File: config.mk
export PLATFORM = sky130hd
export DESIGN_NAME = wdt_sto_status
export DESIGN_NICKNAME = d
export VERILOG_FILES = /design/src/rtl/wdt_sto_pkg.sv /design/src/rtl/wdt_sticky_bit.sv /design/src/rtl/wdt_reboot_pulse.sv /design/src/rtl/wdt_sto_status.sv
export SDC_FILE = /design/constraint.sdc
export NUM_CORES = 1
export LEC_CHECK = 0
export ABC_AREA = 1
export BUFFER_PORTS_ARGS = -buffer_cell sky130_fd_sc_hd__buf_2
export CORE_MARGIN = 3
export CORE_UTILIZATION = 36
export DETAILED_ROUTE_END_ITERATION = 8
export PLACE_DENSITY = 0.82
export SLEW_MARGIN = 30
export SYNTH_ARGS = -nofsm -noshare
export SYNTH_HDL_FRONTEND = slang
export SYNTH_SLANG_ARGS = --single-unit
File: constraint.sdc
create_clock -name clk -period 1.6 [get_ports clk]
set_input_delay 0.24 -clock clk [delete_from_list [all_inputs] [get_ports clk]]
set_output_delay 0.24 -clock clk [all_outputs]
set_load 0.05 [all_outputs]
File: src/rtl/wdt_sto_pkg.sv
package wdt_sto_pkg;
    localparam int REG_W        = 16;
    localparam int BIT_INTRUDE  = 0;
    localparam int BIT_SECOND   = 1;
    localparam int BIT_BOOTFAIL = 2;
    localparam int BIT_SIDEBAND = 4;
    // resume-domain flags handled by a generate loop, index order below
    localparam int NUM_RES      = 3;
    localparam int RES_SECOND   = 0;
    localparam int RES_BOOTFAIL = 1;
    localparam int RES_SIDEBAND = 2;
endpackage

File: src/rtl/wdt_sticky_bit.sv
module wdt_sticky_bit (
    input  logic clk,
    input  logic rst_n,
    input  logic set_i,
    input  logic clr_i,
    output logic q_o
);
    typedef struct packed {
        logic flag;
    } st_t;

    st_t st_d, st_q;

    always_comb begin
        st_d = st_q;
        if (set_i) begin
            st_d.flag = 1'b1;
        end else if (clr_i) begin
            st_d.flag = 1'b0;
        end
    end

    always_ff @(posedge clk or negedge rst_n) begin
        if (!rst_n) begin
            st_q <= '0;
        end else begin
            st_q <= st_d;
        end
    end

    assign q_o = st_q.flag;

    AST_SET_WINS: assert property (@(posedge clk) disable iff (!rst_n)
        set_i |=> q_o);
    AST_W1C_CLEARS: assert property (@(posedge clk) disable iff (!rst_n)
        (clr_i && !set_i) |=> !q_o);
    AST_IDLE_HOLDS: assert property (@(posedge clk) disable iff (!rst_n)
        (!clr_i && !set_i) |=> $stable(q_o));
endmodule

File: src/rtl/wdt_reboot_pulse.sv
module wdt_reboot_pulse #(
    parameter int PULSE_CYC = 16
) (
    input  logic clk,
    input  logic rst_n,
    input  logic start_i,
    output logic req_o
);
    localparam int CW = $clog2(PULSE_CYC + 1);

    typedef struct packed {
        logic [CW-1:0] cnt;
    } st_t;

    st_t st_d, st_q;

    always_comb begin
        st_d = st_q;
        if (start_i) begin
            st_d.cnt = CW'(PULSE_CYC);
        end else if (st_q.cnt != '0) begin
            st_d.cnt = st_q.cnt - 1'b1;
        end
    end

    always_ff @(posedge clk or negedge rst_n) begin
        if (!rst_n) begin
            st_q <= '0;
        end else begin
            st_q <= st_d;
        end
    end

    assign req_o = (st_q.cnt != '0);

    AST_PULSE_STARTS: assert property (@(posedge clk) disable iff (!rst_n)
        start_i |=> req_o);
    AST_PULSE_QUIET: assert property (@(posedge clk) disable iff (!rst_n)
        (!start_i && !req_o) |=> !req_o);
endmodule

File: src/rtl/wdt_sto_status.sv
module wdt_sto_status
    import wdt_sto_pkg::*;
#(
    parameter int                 MULT_W    = 4,
    parameter logic [MULT_W-1:0]  SAFE_MULT = '1,
    parameter int                 PULSE_CYC = 16
) (
    input  logic              clk,
    input  logic              rst_resume_n,
    input  logic              rst_rtc_n,
    input  logic              reg_sel_i,
    input  logic              reg_wr_i,
    input  logic [REG_W-1:0]  reg_wdata_i,
    output logic [REG_W-1:0]  reg_rdata_o,
    input  logic              wdt_expire_i,
    input  logic              intrude_i,
    input  logic              sideband_smi_i,
    input  logic              cpu_fetched_i,
    input  logic              no_reboot_i,
    input  logic [MULT_W-1:0] cfg_mult_i,
    output logic              plat_reset_o,
    output logic [MULT_W-1:0] cpu_mult_o
);
    logic               wr_hit;
    logic [NUM_RES-1:0] res_set;
    logic [NUM_RES-1:0] res_clr;
    logic [NUM_RES-1:0] res_q;
    logic               intr_q;
    logic               second_q;
    logic               boot_q;
    logic               second_rise;
    logic               pulse_start;

    assign wr_hit      = reg_sel_i & reg_wr_i;
    assign second_q    = res_q[RES_SECOND];
    assign boot_q      = res_q[RES_BOOTFAIL];
    assign second_rise = wdt_expire_i & ~second_q;
    assign pulse_start = second_rise & ~no_reboot_i;

    always_comb begin
        res_set = '0;
        res_clr = '0;
        res_set[RES_SECOND]   = wdt_expire_i;
        res_set[RES_BOOTFAIL] = second_rise & ~cpu_fetched_i;
        res_set[RES_SIDEBAND] = sideband_smi_i;
        res_clr[RES_SECOND]   = wr_hit & reg_wdata_i[BIT_SECOND];
        // boot flag clear needs second-expiry flag already low
        res_clr[RES_BOOTFAIL] = wr_hit & reg_wdata_i[BIT_BOOTFAIL] & ~second_q;
        res_clr[RES_SIDEBAND] = wr_hit & reg_wdata_i[BIT_SIDEBAND];
    end

    for (genvar g = 0; g < NUM_RES; g++) begin : g_res
        wdt_sticky_bit u_bit (
            .clk   (clk),
            .rst_n (rst_resume_n),
            .set_i (res_set[g]),
            .clr_i (res_clr[g]),
            .q_o   (res_q[g])
        );
    end

    wdt_sticky_bit u_intr (
        .clk   (clk),
        .rst_n (rst_rtc_n),
        .set_i (intrude_i),
        .clr_i (wr_hit & reg_wdata_i[BIT_INTRUDE]),
        .q_o   (intr_q)
    );

    wdt_reboot_pulse #(.PULSE_CYC(PULSE_CYC)) u_pulse (
        .clk     (clk),
        .rst_n   (rst_resume_n),
        .start_i (pulse_start),
        .req_o   (plat_reset_o)
    );

    always_comb begin
        reg_rdata_o               = '0;
        reg_rdata_o[BIT_INTRUDE]  = intr_q;
        reg_rdata_o[BIT_SECOND]   = second_q;
        reg_rdata_o[BIT_BOOTFAIL] = boot_q;
        reg_rdata_o[BIT_SIDEBAND] = res_q[RES_SIDEBAND];
    end

    assign cpu_mult_o = (plat_reset_o && boot_q) ? SAFE_MULT : cfg_mult_i;

    AST_BOOT_NEEDS_SECOND: assert property (@(posedge clk) disable iff (!rst_resume_n)
        $rose(boot_q) |-> second_q);
    AST_BOOT_CLR_BLOCKED: assert property (@(posedge clk) disable iff (!rst_resume_n)
        (second_q && boot_q) |=> boot_q);
    AST_PULSE_ON_EDGE: assert property (@(posedge clk) disable iff (!rst_resume_n)
        $rose(plat_reset_o) |-> $rose(second_q));
    AST_SAFE_MULT: assert property (@(posedge clk) disable iff (!rst_resume_n)
        (plat_reset_o && boot_q) |-> (cpu_mult_o == SAFE_MULT));
endmodule

==> flow_metrics.tcl <==
set metrics [dict create \
    status "completed" \
    ys_seq_area_share_pct 38.3 \
    wire_per_inst_um 10.7 \
    worstPathArrival_ns 1.29 \
    power_density_nw_per_um2 1680 \
    peakVddDrop_mv 0.795 \
    worstSkewPairLatency_ns 0.27 \
    area_growth_pct 32.8 \
    worstPathMaxFanout 6 \
    grtUsageTotal_pct 13.4 \
    r2r_start "u_pulse.st_q[0]$_DFFE_PN0P_" \
    io_buffers 26 \
    p_int_uw 678 \
    clkSinkCount 9 \
    startpoint_type "flip-flop" \
    timing.hold.ws_ns 0.150 \
    rr_worst_depth 6 \
    antenna_cells 0 \
    p_clk_share_pct 13.7 \
    ios 51 \
    rsz0062_at_grt "false" \
    hold_depth 2 \
    ys_types 14 \
    hold_path.class "primary input to flip-flop" \
    cts_tree "yes" \
    drt_iter0_markers 10 \
    cp_cell_sequence "inv_2 > ha_4 > nand3_4 > buf_4 > buf_6" \
    gr-total-overflow 0 \
    path_class "flip-flop to primary output" \
    p_seq_share_pct 27.7 \
    cts_htree_levels 1 \
    place_congestion 0.780 \
    grt_pass1_wl_um 1970 \
    fp.dieArea_um2 2150 \
    wirelength_um 1290 \
    cp.buffers_inverters 3 \
    fin_nets 137 \
    p_comb_share_pct 58.5 \
    period_needed_ns 1.53 \
    period_share_pct 95.9 \
    hold_viol_final 0 \
    route.detailed.drc 0 \
    rrSetupSlack_ns 0.39 \
    fin_area_um2 781 \
    drv_cap 0 \
    cts_inserted_buffers 3 \
    required_ns 1.36 \
    clk_pin_slew_worst_paths_ns 0.06 \
    finalPower_mw 1.32 \
    end_kind "primary output" \
    clockRootBuffer "clkbuf_4" \
    leakage_nw 0.430 \
    fin_setup_tns_ns 0 \
    viasPerCell 4.51 \
    slew_viol_final 0 \
    grt_pass1_vias 490 \
    final_common_cell "buf_2" \
    yosys_warnings 0 \
    place_area_um2 683 \
    min_to "u_intr.q_o$_DFFE_PN0P_" \
    dpl.hpwl_um 972 \
    grt_max_degree 9 \
    switchingPower_uw 637 \
    drive_above_1_share_pct 41.0 \
    min_from "intrude_i" \
    setup_violations 0 \
    finalClockSkew_ns 0.00169 \
    die_h_um 46.4 \
    fmax_mhz 652 \
    r2r_end "u_pulse.st_q[4]$_DFFE_PN0P_" \
    synthCells 75 \
    slowest_stage "dfrtp_1" \
    dr.pass1.iters 4 \
    ant_nets 0 \
    start_util_pct 41.6 \
    slowest_delay_ns 0.38 \
    dieWidth_um 46.4 \
    clock_path_buffers 2 \
    startpoint "u_pulse.st_q[0]$_DFFE_PN0P_" \
    crit_family "buffers and inverters" \
    grt_antenna_before_repair 0 \
    core_um2 1420 \
    vias 541 \
    synth.cell_area_um2 588 \
    most-common-layout-cells "buf_2 (21), conb_1 (12), nand2_1 (10)" \
    syn_avg_cell_area_um2 7.84 \
    rows 13 \
    layout_setup_ws_ns 0.0655 \
    synth_seq_cells 9 \
    dp_slack_ns 0.147 \
    switching_share_pct 48.4 \
]
[routing by layer]
metal	vias to the layer above	wire length (um)	global-route usage, %
met3	5	108	2.34
met1	245	464	13.0
met2	28	673	24.5
met4	0	38	10.2
met5	-	0	0
li1	263	-	-
[timing repair]
action | in CTS | in global routing
hold endpoints to repair | 9 | 0
pin swaps | 1 | 0
hold buffers | 2 | 0
buffers inserted | 0 | 2
cloned | 0 | 0
gates resized for setup | 11 | 1
setup endpoints to repair | 5 | 1
[logic make-up after synthesis]
| family | after synthesis | share of synthesized area [%] |
|---|---|---|
| compound gates | 6 | 6.38 |
| buf+inv | 26 | 26.8 |
| fa+ha+maj | 1 | 2.13 |
| simple gates | 32 | 25.7 |
| flops | 9 | 38.3 |
| other cells | 1 | 0.638 |
[power by group through the flow]
| stage | sequential [mW] | clock, mW | combinational (mW) |
|---|---|---|---|
| final | 0.365 | 0.181 | 0.770 |
| after global routing | 0.377 | 0.193 | 0.846 |
| after CTS | 0.372 | 0.181 | 0.711 |
| after detailed placement | 0.367 | 0 | 0.642 |
| after global placement | 0.362 | 0 | 0.619 |
| after floorplan | 0.352 | 0 | 0.551 |
[state kept, by name, summed over array words and instances, names as in the netlist]
name / cells
g_res.u_bit.q_o: 3
u_pulse.st_q: 5
u_intr.q_o: 1
[Yosys cell counts]
cell      count  share of area, %
or2_0         1               1.1
nand3_1       8               6.8
o21ai_0       3               2.6
nand3b_1      2               2.6
nand2_1      15               9.6
dfrtp_1       9                38
nor2_2        2               2.1
conb_1        1              0.64
nand3_2       1               1.7
nor2_1        3               1.9
inv_1        10               6.4
buf_4        16                20
ha_1          1               2.1
a21o_1        3               3.8
[how the worst max path moves through the flow]
| stage | endpoint | depth (start not counted) |
|---|---|---|
| 5_1_grt | cpu_mult_o[2] | 6 |
| 3_5_place_dp | cpu_mult_o[3] | 6 |
| 4_1_cts | plat_reset_o | 5 |
| 6_report | plat_reset_o | 5 |
| 3_3_place_gp | cpu_mult_o[0] | 6 |
| 2_1_floorplan | cpu_mult_o[0] | 5 |
[per-stage QoR]
step	util [%]	cells
finish	55.2	120
global route	55.2	120
CTS	53.8	118
detailed placement	48.3	112
global placement	48.3	112
floorplan	-	86
[final cells by class]
cell class | instances | area, um2
clock buffers | 4 | 26.3
fillers | 142 | 634
inverters | 10 | 37.5
multi-input cells | 51 | 284
flip-flops and latches | 9 | 225
well taps | 15 | 18.8
repair buffers | 31 | 189
No activity file was read; power rests on OpenSTA's default activity.
